$ cat config.mk
export PLATFORM = sky130hd
export DESIGN_NAME = simt_reconv_stack
export DESIGN_NICKNAME = d
export VERILOG_FILES = /design/src/rtl/simt_stack_pkg.sv /design/src/rtl/simt_group_pick.sv /design/src/rtl/simt_entry_file.sv /design/src/rtl/simt_reconv_stack.sv
export SDC_FILE = /design/constraint.sdc
export NUM_CORES = 1
export LEC_CHECK = 0
export ABC_AREA = 0
export BUFFER_PORTS_ARGS = -buffer_cell sky130_fd_sc_hd__buf_2
export CORE_MARGIN = 4
export CORE_UTILIZATION = 56
export CTS_CLUSTER_SIZE = 25
export DETAILED_ROUTE_END_ITERATION = 16
export GPL_ROUTABILITY_DRIVEN = 0
export PLACE_DENSITY = 0.77
export SLEW_MARGIN = 5
export SYNTH_ARGS = -nofsm -noshare
export SYNTH_HDL_FRONTEND = slang
export SYNTH_SLANG_ARGS = --single-unit
$ cat constraint.sdc
create_clock -name clk -period 4.9 [get_ports clk]
set_input_delay 0.735 -clock clk [delete_from_list [all_inputs] [get_ports clk]]
set_output_delay 0.735 -clock clk [all_outputs]
set_load 0.005 [all_outputs]
$ cat src/rtl/simt_stack_pkg.sv
package simt_stack_pkg;

  typedef enum logic {
    ST_IDLE = 1'b0,
    ST_RUN  = 1'b1
  } run_state_e;

endpackage

$ cat src/rtl/simt_group_pick.sv
module simt_group_pick #(
  parameter int LANES = 4,
  parameter int PC_W  = 8
) (
  input  logic [LANES-1:0]      rem,
  input  logic [LANES-1:0]      fin,
  input  logic [LANES*PC_W-1:0] pcs,
  output logic [LANES-1:0]      live,
  output logic                  have,
  output logic [LANES-1:0]      grp,
  output logic [PC_W-1:0]       gpc,
  output logic [LANES-1:0]      left
);
  localparam int LW = (LANES > 1) ? $clog2(LANES) : 1;

  function automatic logic [PC_W-1:0] lane_pc(input logic [LANES*PC_W-1:0] v,
                                              input int unsigned i);
    return v[i*PC_W +: PC_W];
  endfunction

  logic [LW-1:0] lead;
  logic          found;

  assign live = rem & ~fin;
  assign have = |live;

  // highest live lane leads the group
  always_comb begin
    lead  = '0;
    found = 1'b0;
    for (int i = LANES - 1; i >= 0; i--) begin
      if (live[i] && !found) begin
        lead  = LW'(i);
        found = 1'b1;
      end
    end
  end

  assign gpc = lane_pc(pcs, int'(lead));

  always_comb begin
    for (int i = 0; i < LANES; i++)
      grp[i] = live[i] && (lane_pc(pcs, i) == gpc);
  end

  assign left = live & ~grp;

endmodule

$ cat src/rtl/simt_entry_file.sv
module simt_entry_file #(
  parameter int DEPTH = 8,
  parameter int LANES = 4,
  parameter int PC_W  = 8,
  parameter int CD_W  = 4,
  parameter int ST_W  = 16
) (
  input  logic                     clk,
  input  logic                     rst_n,
  input  logic                     clr,
  input  logic [PC_W-1:0]          clr_pc,
  input  logic [LANES-1:0]         clr_mask,
  input  logic                     wa_en,
  input  logic [$clog2(DEPTH)-1:0] wa_idx,
  input  logic [PC_W-1:0]          wa_pc,
  input  logic [ST_W-1:0]          wa_stamp,
  input  logic                     wb_en,
  input  logic [$clog2(DEPTH)-1:0] wb_idx,
  input  logic [PC_W-1:0]          wb_pc,
  input  logic [LANES-1:0]         wb_mask,
  input  logic [PC_W-1:0]          wb_rpc,
  input  logic                     wb_div,
  input  logic [$clog2(DEPTH)-1:0] rd_idx,
  output logic [PC_W-1:0]          rd_pc,
  output logic [LANES-1:0]         rd_mask,
  output logic [PC_W-1:0]          rd_rpc,
  output logic [CD_W-1:0]          rd_cd,
  output logic [ST_W-1:0]          rd_stamp
);
  localparam int IW = $clog2(DEPTH);

  logic [DEPTH*PC_W-1:0]  pc_flat;
  logic [DEPTH*LANES-1:0] mask_flat;
  logic [DEPTH*PC_W-1:0]  rpc_flat;
  logic [DEPTH*CD_W-1:0]  cd_flat;
  logic [DEPTH*ST_W-1:0]  st_flat;

  for (genvar e = 0; e < DEPTH; e++) begin : g_ent
    localparam logic [IW-1:0] MY = IW'(e);
    logic [PC_W-1:0]  pc_r;
    logic [LANES-1:0] mask_r;
    logic [PC_W-1:0]  rpc_r;
    logic [CD_W-1:0]  cd_r;
    logic [ST_W-1:0]  st_r;

    always_ff @(posedge clk) begin
      if (!rst_n) begin
        pc_r   <= '1;
        mask_r <= '0;
        rpc_r  <= '1;
        cd_r   <= '0;
        st_r   <= '0;
      end else if (clr) begin
        pc_r   <= (e == 0) ? clr_pc : '1;
        mask_r <= (e == 0) ? clr_mask : '0;
        rpc_r  <= '1;
        cd_r   <= '0;
        st_r   <= '0;
      end else begin
        if (wa_en && wa_idx == MY) begin
          pc_r <= wa_pc;
          st_r <= wa_stamp;
        end
        if (wb_en && wb_idx == MY) begin
          pc_r   <= wb_pc;
          mask_r <= wb_mask;
          rpc_r  <= wb_rpc;
          st_r   <= '0;
          if (wb_div) cd_r <= '0;
        end
      end
    end

    assign pc_flat[e*PC_W +: PC_W]    = pc_r;
    assign mask_flat[e*LANES +: LANES] = mask_r;
    assign rpc_flat[e*PC_W +: PC_W]   = rpc_r;
    assign cd_flat[e*CD_W +: CD_W]    = cd_r;
    assign st_flat[e*ST_W +: ST_W]    = st_r;
  end

  assign rd_pc    = pc_flat[rd_idx*PC_W +: PC_W];
  assign rd_mask  = mask_flat[rd_idx*LANES +: LANES];
  assign rd_rpc   = rpc_flat[rd_idx*PC_W +: PC_W];
  assign rd_cd    = cd_flat[rd_idx*CD_W +: CD_W];
  assign rd_stamp = st_flat[rd_idx*ST_W +: ST_W];

endmodule

$ cat src/rtl/simt_reconv_stack.sv
module simt_reconv_stack
  import simt_stack_pkg::*;
#(
  parameter int LANES = 4,
  parameter int PC_W  = 8,
  parameter int DEPTH = 2 * LANES,
  parameter int CD_W  = 4,
  parameter int ST_W  = 16
) (
  input  logic                     clk,
  input  logic                     rst_n,
  input  logic                     launch_vld,
  input  logic [PC_W-1:0]          launch_pc,
  input  logic [LANES-1:0]         launch_mask,
  input  logic                     upd_vld,
  input  logic [LANES*PC_W-1:0]    upd_next_pc,
  input  logic [LANES-1:0]         upd_done,
  input  logic [PC_W-1:0]          upd_rpc,
  output logic [PC_W-1:0]          top_pc,
  output logic [LANES-1:0]         top_mask,
  output logic [PC_W-1:0]          top_rpc,
  output logic [CD_W-1:0]          top_cdepth,
  output logic [ST_W-1:0]          top_stamp,
  output logic [$clog2(DEPTH)-1:0] top_level,
  output logic                     busy,
  output logic                     done,
  output logic                     err
);
  localparam int IW = $clog2(DEPTH);
  localparam int WW = IW + 1;
  localparam logic [WW-1:0] DEPTH_W = WW'(DEPTH);

  function automatic logic [WW-1:0] bump(input logic [WW-1:0] p, input logic en);
    return p + {{(WW-1){1'b0}}, en};
  endfunction

  run_state_e             state_q;
  logic [LANES-1:0]       rem_q;
  logic [LANES*PC_W-1:0]  lpc_q;
  logic [LANES-1:0]       ldn_q;
  logic [PC_W-1:0]        brpc_q;
  logic [PC_W-1:0]        oldr_q;
  logic                   div_q;
  logic [WW-1:0]          wptr_q;
  logic [IW-1:0]          top_q;
  logic                   done_q;
  logic                   err_q;
  logic [ST_W-1:0]        cyc_q;

  // named internal events
  logic             running, accept, empty_top;
  logic [LANES-1:0] g_live, g_grp, g_left;
  logic             g_have;
  logic [PC_W-1:0]  g_gpc;
  logic             start_div, div_now, rc_wr, skip, gp_wr, ovf, fin, under;
  logic [WW-1:0]    wb_pos, wend;

  assign running   = (state_q == ST_RUN);
  assign accept    = (state_q == ST_IDLE) && upd_vld && !launch_vld;
  assign empty_top = ~|top_mask;

  simt_group_pick #(.LANES(LANES), .PC_W(PC_W)) u_pick (
    .rem(rem_q), .fin(ldn_q), .pcs(lpc_q),
    .live(g_live), .have(g_have), .grp(g_grp), .gpc(g_gpc), .left(g_left)
  );

  assign start_div = !div_q && g_have && (g_left != '0);
  assign div_now   = div_q || start_div;
  assign rc_wr     = start_div && (brpc_q != oldr_q);
  assign wb_pos    = bump(wptr_q, rc_wr);
  assign skip      = div_now && (g_gpc == brpc_q);
  assign gp_wr     = g_have && !skip;
  assign wend      = bump(wb_pos, gp_wr);
  assign ovf       = (rc_wr && wptr_q >= DEPTH_W) || (gp_wr && wb_pos >= DEPTH_W);
  assign fin       = !g_have || (g_left == '0) || ovf;
  assign under     = (wend == '0);

  simt_entry_file #(.DEPTH(DEPTH), .LANES(LANES), .PC_W(PC_W), .CD_W(CD_W), .ST_W(ST_W)) u_file (
    .clk(clk), .rst_n(rst_n),
    .clr(launch_vld), .clr_pc(launch_pc), .clr_mask(launch_mask),
    .wa_en(running && rc_wr && !ovf), .wa_idx(wptr_q[IW-1:0]), .wa_pc(brpc_q), .wa_stamp(cyc_q),
    .wb_en(running && gp_wr && !ovf), .wb_idx(wb_pos[IW-1:0]), .wb_pc(g_gpc), .wb_mask(g_grp),
    .wb_rpc(div_now ? brpc_q : oldr_q), .wb_div(div_now),
    .rd_idx(top_q),
    .rd_pc(top_pc), .rd_mask(top_mask), .rd_rpc(top_rpc), .rd_cd(top_cdepth), .rd_stamp(top_stamp)
  );

  always_ff @(posedge clk) begin
    if (!rst_n) begin
      state_q <= ST_IDLE;
      rem_q   <= '0;
      lpc_q   <= '0;
      ldn_q   <= '0;
      brpc_q  <= '0;
      oldr_q  <= '0;
      div_q   <= 1'b0;
      wptr_q  <= '0;
      top_q   <= '0;
      done_q  <= 1'b0;
      err_q   <= 1'b0;
      cyc_q   <= '0;
    end else begin
      cyc_q  <= cyc_q + 1'b1;
      done_q <= 1'b0;
      if (launch_vld) begin
        state_q <= ST_IDLE;
        top_q   <= '0;
        div_q   <= 1'b0;
      end else if (accept) begin
        if (empty_top) begin
          err_q  <= 1'b1;
          done_q <= 1'b1;
        end else begin
          state_q <= ST_RUN;
          rem_q   <= top_mask;
          lpc_q   <= upd_next_pc;
          ldn_q   <= upd_done;
          brpc_q  <= upd_rpc;
          oldr_q  <= top_rpc;
          div_q   <= 1'b0;
          wptr_q  <= {1'b0, top_q};
        end
      end else if (running) begin
        rem_q  <= g_left;
        div_q  <= div_now;
        wptr_q <= wend;
        if (fin) begin
          state_q <= ST_IDLE;
          done_q  <= 1'b1;
          if (ovf || under) err_q <= 1'b1;
          else              top_q <= IW'(wend - WW'(1));
        end
      end
    end
  end

  assign top_level = top_q;
  assign busy      = running;
  assign done      = done_q;
  assign err       = err_q;


  done_pulse_chk: assert property (@(posedge clk) disable iff (!rst_n) done_q |=> !done_q);


  err_sticky_chk: assert property (@(posedge clk) disable iff (!rst_n) err_q |=> err_q);


  launch_wins_chk: assert property (@(posedge clk) disable iff (!rst_n)
    launch_vld |=> (!busy && !done_q));


  group_subset_chk: assert property (@(posedge clk) disable iff (!rst_n)
    (running && g_have) |-> (((g_grp & ~g_live) == '0) && (g_grp != '0)));


  top_mask_live_chk: assert property (@(posedge clk) disable iff (!rst_n)
    (done_q && !err_q) |-> (top_mask != '0));


  busy_end_chk: assert property (@(posedge clk) disable iff (!rst_n)
    ($fell(busy) && !$past(launch_vld)) |-> done_q);

endmodule

After elaboration in Yosys (flattened, before gate mapping)
Cells that the tools add are included.

storage, ports and cells
  bits in registers = 371
  bits of input ports = 60
  output and inout bits = 46
  logic and storage cells = 218

operators by class
  add/sub/neg operators = 4
  magnitude comparators = 2
  eq/ne operators = 22
  shift operators = 6
  mux-type cells = 49
  bitwise gates (word level) = 9
  reduce and logical (&&, ||, !) cells = 82

operators with widths
  kind                                                                           number
  8-bit 2-to-1 mux                                                               18
  128-bit by 8-bit variable part select with 16-bit output                       1
  64-bit by 7-bit variable part select with 8-bit output                         2
  8-bit equality test                                                            5
  1-bit logical AND                                                              36
  4-bit 2-to-1 mux                                                               8
  32-bit by 6-bit variable part select with 4-bit output                         1
  32-bit by 6-bit variable part select with 4-bit output (first input constant)  1
  32-bit by 6-bit variable part select with 8-bit output                         1
  3-bit equality test (second input constant)                                    8
  3-bit OR reduction                                                             8
  2-bit nonzero test                                                             11
  1-bit 2-to-1 mux                                                               19
  16-bit by 1-bit adder with 16-bit output (second input constant)               1
  3-bit by 2-bit equality test with 1-bit output (second input constant)         4
  4-bit by 1-bit adder with 4-bit output                                         2
  4-bit bitwise AND                                                              2
  4-bit >= comparator (second input constant)                                    2
  1-bit zero test                                                                8
  4-bit zero test                                                                2
  2-bit 2-to-1 mux                                                               4
  8-bit != test                                                                  1
  4-bit inverter                                                                 2
  4-bit OR reduction                                                             2
  14 further kinds                                                               25

Depth between registers and ports, before layout
  word-level depth = 31
  mapped depth = 26
  depth with buffers taken out = 18

Hierarchy
Synthesis repeated with hierarchy kept, for this count alone.

unflattened totals
  cell total of the unflattened synthesis = 2012
  area total of the unflattened synthesis = 17924.7 µm²

by module, submodules not included
  module             instances  cells an instance  area each (µm²)  seq. area each (µm²)
  simt_entry_file    1          1428               13072.5          5765.5
  simt_reconv_stack  1          432                3851.2           1661.6
  simt_group_pick    1          152                1001.0           0.0

Least setup slack after synthesis
OpenSTA, ideal clock, no wires.

  path type = reg-to-reg
  from = register ldn_q[2]
  to = register u_file.g_ent[0].pc_r[3]
  setup time = 0.143 ns
  arrival = 4.646 ns
  data required time = 4.757 ns
  setup slack = 0.111 ns
  stages on the path, launching flop included = 20
  path buffers = 5
  clock period less this slack = 4.789 ns
  cell sequence = dfxtp_1 nand2b_4 buf_6 o31ai_2 o22ai_4 xor2_1 a2111oi_4 a31o_4 a31o_2 buf_4 inv_2 buf_2 ha_1 ha_1 buf_1 nor4_1 nand2b_1 buf_2 a311oi_1 o221ai_1

on the way
  cells in the longest elaborated chain, start to end = 28
  elaborated cells between the ends (all ways) = 49
  classes of those cells = 1 x add/sub; 1 x order compare; 5 x eq/ne; 1 x shift; 7 x mux; 4 x bitwise; 30 x reduce/logical

ends and longest elaborated chain
  what                                                                                             RTL line                  RTL
  from (decl)                                                                                      simt_reconv_stack.sv:40   logic [LANES-1:0] ldn_q;
  from (signal assigned)                                                                           simt_reconv_stack.sv:117  ldn_q <= upd_done;
  4-bit inverter *                                                                                 simt_group_pick.sv:24     assign live = rem & ~fin;
  4-bit bitwise AND *                                                                              simt_group_pick.sv:24
  branches (longest 26 deep; another with 32-bit by 6-bit variable part select with 8-bit output)  --
  to (signal assigned)                                                                             simt_entry_file.sv:54     pc_r <= (e == 0) ? clr_pc : '1;
  to (signal assigned)                                                                             simt_entry_file.sv:61     pc_r <= wa_pc;
  to (signal assigned)                                                                             simt_entry_file.sv:65     pc_r <= wb_pc;
  to (decl)                                                                                        simt_entry_file.sv:40     logic [PC_W-1:0] pc_r;

Mark *: on every way between the ends.
A chain may end at the register's enable or synchronous reset.

Worst setup path after layout
  from = register rem_q[2]
  to = register u_file.g_ent[6].st_r[12]

on the way
  cells in the longest elaborated chain, start to end = 26
  elaborated cells between the ends (all ways) = 46
  classes of those cells = 1 x add/sub; 1 x order compare; 6 x eq/ne; 1 x shift; 5 x mux; 3 x bitwise; 29 x reduce/logical

ends and longest elaborated chain
  what                                                                                             RTL line                  RTL
  from (decl)                                                                                      simt_reconv_stack.sv:38   logic [LANES-1:0] rem_q;
  from (signal assigned)                                                                           simt_reconv_stack.sv:115  rem_q <= top_mask;
  from (signal assigned)                                                                           simt_reconv_stack.sv:124  rem_q <= g_left;
  4-bit bitwise AND *                                                                              simt_group_pick.sv:24
  branches (longest 25 deep; another with 32-bit by 6-bit variable part select with 8-bit output)  --
  to (signal assigned)                                                                             simt_entry_file.sv:62     st_r <= wa_stamp;
  to (decl)                                                                                        simt_entry_file.sv:44     logic [ST_W-1:0] st_r;

Marked as above.

==> results.py <==
metrics = {
    "run_status": {
        "outcome": "finished, final reports clean",
    },
    "placement": {
        "dpl_cell_area_um2": 19200,
        "io_buffers": 101,
        "hpwl_um": 35270,
    },
    "cts": {
        "cts_buffers": 40,
        "cts_tree": "done",
        "root_buffer": "clkbuf_16",
        "clock_latency_ns": 0.56,
        "clockBufferDepth": 3,
        "cts.clk_slew.worst_paths_ns": 0.06,
        "holdBufCountCts": 0,
        "h-tree-depth": 2,
        "clock_sinks": 371,
    },
    "worst_setup_path": {
        "cp.depth": 17,
        "cp-startpoint": "rem_q[2]",
        "end_kind": "flip-flop",
        "crit_path_start_kind": "flip-flop",
        "timing.rr.end": "u_file.g_ent[6].st_r[12]",
        "critPathSlowestCell": "or4_4",
        "r2r_cells": 17,
        "path_cells": "nand2b_4, a311oi_2, o32a_1, nand4_1, nor4_1, or2_1, a31o_2, inv_2, ha_1, ha_1, xor2_1, buf_4, nand2_1, or4_4, nand2_1, buf_4, a21oi_1",
        "rrSetupSlack_ns": 0.15,
        "worstSetupPathType": "flip-flop to flip-flop",
        "crit_path_max_incr_delay_ns": 0.69,
        "endpoint": "u_file.g_ent[6].st_r[12]",
        "cp_max_fo": 29,
        "crit_arrival_ns": 5.18,
        "cp_top_family": "simple AND/OR/NAND/NOR gates",
        "path_buf_inv": 3,
        "reg2reg_from": "rem_q[2]",
        "critPathRequiredTime_ns": 5.33,
    },
    "timing": {
        "fin_crit_ns": 4.746,
        "report.final.slew_viol_count": 0,
        "setup_violations": 0,
        "hold_viol": 0,
        "timing.fmax_mhz": 210.7,
        "maxSlewHeadroom_pct": 30.78,
        "tightest_slew_ns": 1.036,
        "finalClockSkew_ns": 0.02148,
        "setup_tns_ns": 0,
        "fin_crit_sh_pct": 96.87,
    },
    "routing": {
        "finalWirelength_um": 55800,
        "vias": 16630,
        "ant_nets": 0,
        "drtIter0Drc": 1936,
        "dr.pass1.iters": 7,
        "wire_per_inst_um": 21.42,
        "routed_via_density": 6.384,
        "drc": 0,
    },
    "global_route": {
        "grt_use_total_pct": 30.35,
        "grt_max_degree": 68,
        "grt_pass1_vias": 16330,
        "grt_overflow": 0,
        "antenna_found_initial": 1,
        "grt_pass1_wl_um": 88600,
    },
    "pwr": {
        "switching_share_pct": 24.91,
        "p_clk_share_pct": 45.8,
        "p_comb_share_pct": 8.5,
        "switching_power_mw": 1.689,
        "power_density_nw_per_um2": 327.5,
        "ir_drop_mv": 0.2542,
        "seqPwrFrac_pct": 45.7,
        "p_leak_nw": 7.717,
        "p_int_mw": 5.092,
    },
    "synthesis": {
        "postSynthCellCount": 2099,
        "synthTopCellsByCount": "nand2_1 (459), dfxtp_1 (371), a21oi_1 (136)",
        "synth_flop_cell": "dfxtp_1",
        "synthDominantCellAreaShare_pct": 40.21,
        "synth.distinct_cells": 85,
        "seq_area_frac_synth_pct": 40.21,
        "async_flop_share_pct": 0,
        "yosys_warnings": 0,
        "netlist_area_um2": 18470,
        "synth_edf_count": 0,
        "synth_area_leaders": "dfxtp_1 (40%), nand2_1 (9.3%), mux4_2 (8.8%)",
        "yosys.area.top_type": "dfxtp_1",
        "syn_area_per_cell_um2": 8.800,
        "ys_ff_latch": 371,
        "yosysMostFrequentCell": "nand2_1",
    },
    "layout": {
        "fillCellCount": 2645,
        "synthToLayoutAreaGrowth_pct": 12.11,
        "nNetsFinal": 2200,
        "antenna_cells": 0,
        "drive_gt1_share_pct": 19.56,
        "utilization_pct": 63.64,
        "final_area_um2": 20710,
    },
    "floorplanning": {
        "die_h_um": 189.6,
        "die-area_um2": 35950,
        "die_x_um": 189.6,
        "fp-row-count": 66,
        "coreArea_um2": 32540,
        "io_pins": 106,
        "initial_core_util_pct": 56.77,
    },
    "flow_run": {
        "drv_cap": 0,
    },
    "hold_path": {
        "holdCritStartpoint": "upd_next_pc[2]",
        "min_path_cells": 3,
        "hold_path_class": "primary input to flip-flop",
    },
}
==> repair_timing <==
item,CTS,global route
setup endpoints to repair,0,146
buffers inserted,0,10
resized for setup,0,10
hold endpoints to repair,0,0
==> sequential cells by signal, indices dropped and copies added, names as in the netlist <==
register and count:
done 1, top_level 3, u_file.g_ent.st_r 128, div_q 1, brpc_q 8, u_file.g_ent.pc_r 64, err 1, lpc_q 32
rem_q 4, u_file.g_ent.rpc_r 64, wptr_q 4, oldr_q 8, ldn_q 4, cyc_q 16, u_file.g_ent.mask_r 32, busy 1
==> layout by cell type, fill, tap and decap left out, types with 8 or more instances in the layout <==
master     instances
a211oi_1          14
a31oi_1           53
clkbuf_8          12
buf_4             82
inv_1             20
clkbuf_1           9
nand2b_1          45
clkbuf_16         41
nor3_1            57
o221ai_1          14
nand3_1           69
nor2b_1           15
mux4_2            72
mux2_2            44
buf_2            101
o21ai_0           59
dfxtp_1          368
mux2i_1           60
nor4_1             8
and2_1            16
a21boi_0          60
xor2_1            19
xnor2_1           18
a21oi_1          136
nand2_1          458
or3_1              9
nor2_1            81
nand4_1           18
o211ai_1          68
==> layer usage <==
| metal | global-route usage, % | vias to the layer above | share of wire, % |
|---|---|---|---|
| met5 | 0 | - | 0.023 |
| met4 | 12.69 | 2 | 4.2 |
| met3 | 7.486 | 195 | 11 |
| met2 | 47.88 | 1029 | 45 |
| met1 | 40.17 | 7906 | 39 |
| li1 | - | 7498 | - |
==> cell families (layout without fill, tap and decap cells) <==
kind of cell	after synthesis	after routing	share of synthesized area, %
multiplexers	176	176	14.71
adder cells (fa/ha/maj)	6	6	0.4064
AND/OR/NAND/NOR	829	829	20.52
flip-flops	371	371	40.21
buffers and inverters	217	278	5.602
AO/OA/AOI/OAI	461	461	16.68
XOR/XNOR	38	38	1.843
other	1	4	0.02030
==> final cells by class <==
type | count | area, um^2 | share of cell area, %
Multi-Input combinational cell | 1514 | 10100 | 48.77
Tap cell | 442 | 553.0 | 2.671
Clock buffer | 62 | 1225 | 5.915
Sequential cell | 371 | 7436 | 35.91
Timing Repair Buffer | 185 | 1156 | 5.583
Clock inverter | 9 | 155.1 | 0.7492
Inverter | 22 | 82.58 | 0.3988
==> per-stage QoR <==
stage | instances | hold WS, ns | setup WS (ns) | total power, mW
6_report | 2605 | 0.4314 | 0.1536 | 6.781
5_1_grt | 2605 | 0.4382 | -0.01134 | 6.970
4_1_cts | 2595 | 0.4217 | 0.1046 | 6.772
3_5_place_dp | 2524 | 0.4440 | 0.1432 | 3.709
3_3_place_gp | 2524 | 0.4369 | 0.2517 | 3.698
2_1_floorplan | 2102 | 0.4287 | 0.1106 | 3.530
==> worst register-to-register path, cell delays in order, from the launching register on <==
cell and delay, ns:
dfxtp_1 0.50, nand2b_4 0.23, a311oi_2 0.51, o32a_1 0.21, nand4_1 0.11, nor4_1 0.42
or2_1 0.19, a31o_2 0.18, inv_2 0.04, ha_1 0.21, ha_1 0.24, xor2_1 0.25
buf_4 0.20, nand2_1 0.10, or4_4 0.69, nand2_1 0.16, buf_4 0.28, a21oi_1 0.08
==> power by group through the flow <==
stage                     registers, mW  logic, mW  clock network, mW
after floorplan                    3.14      0.387                  0
after global placement             3.16      0.536                  0
after detailed placement           3.16      0.545                  0
after CTS                          3.10      0.549               3.13
after global routing               3.10      0.612               3.25
final                              3.10      0.573               3.11
==> worst min path at each step <==
stage	end	slack (ns)
finish	lpc_q[2]	0.43
detailed placement	u_file.g_ent[6].st_r[6]	0.44
CTS	lpc_q[2]	0.42
global route	lpc_q[16]	0.44
global placement	u_file.g_ent[6].st_r[11]	0.44
floorplan	u_file.g_ent[6].st_r[0]	0.43
(Power assumes the default switching activity.)
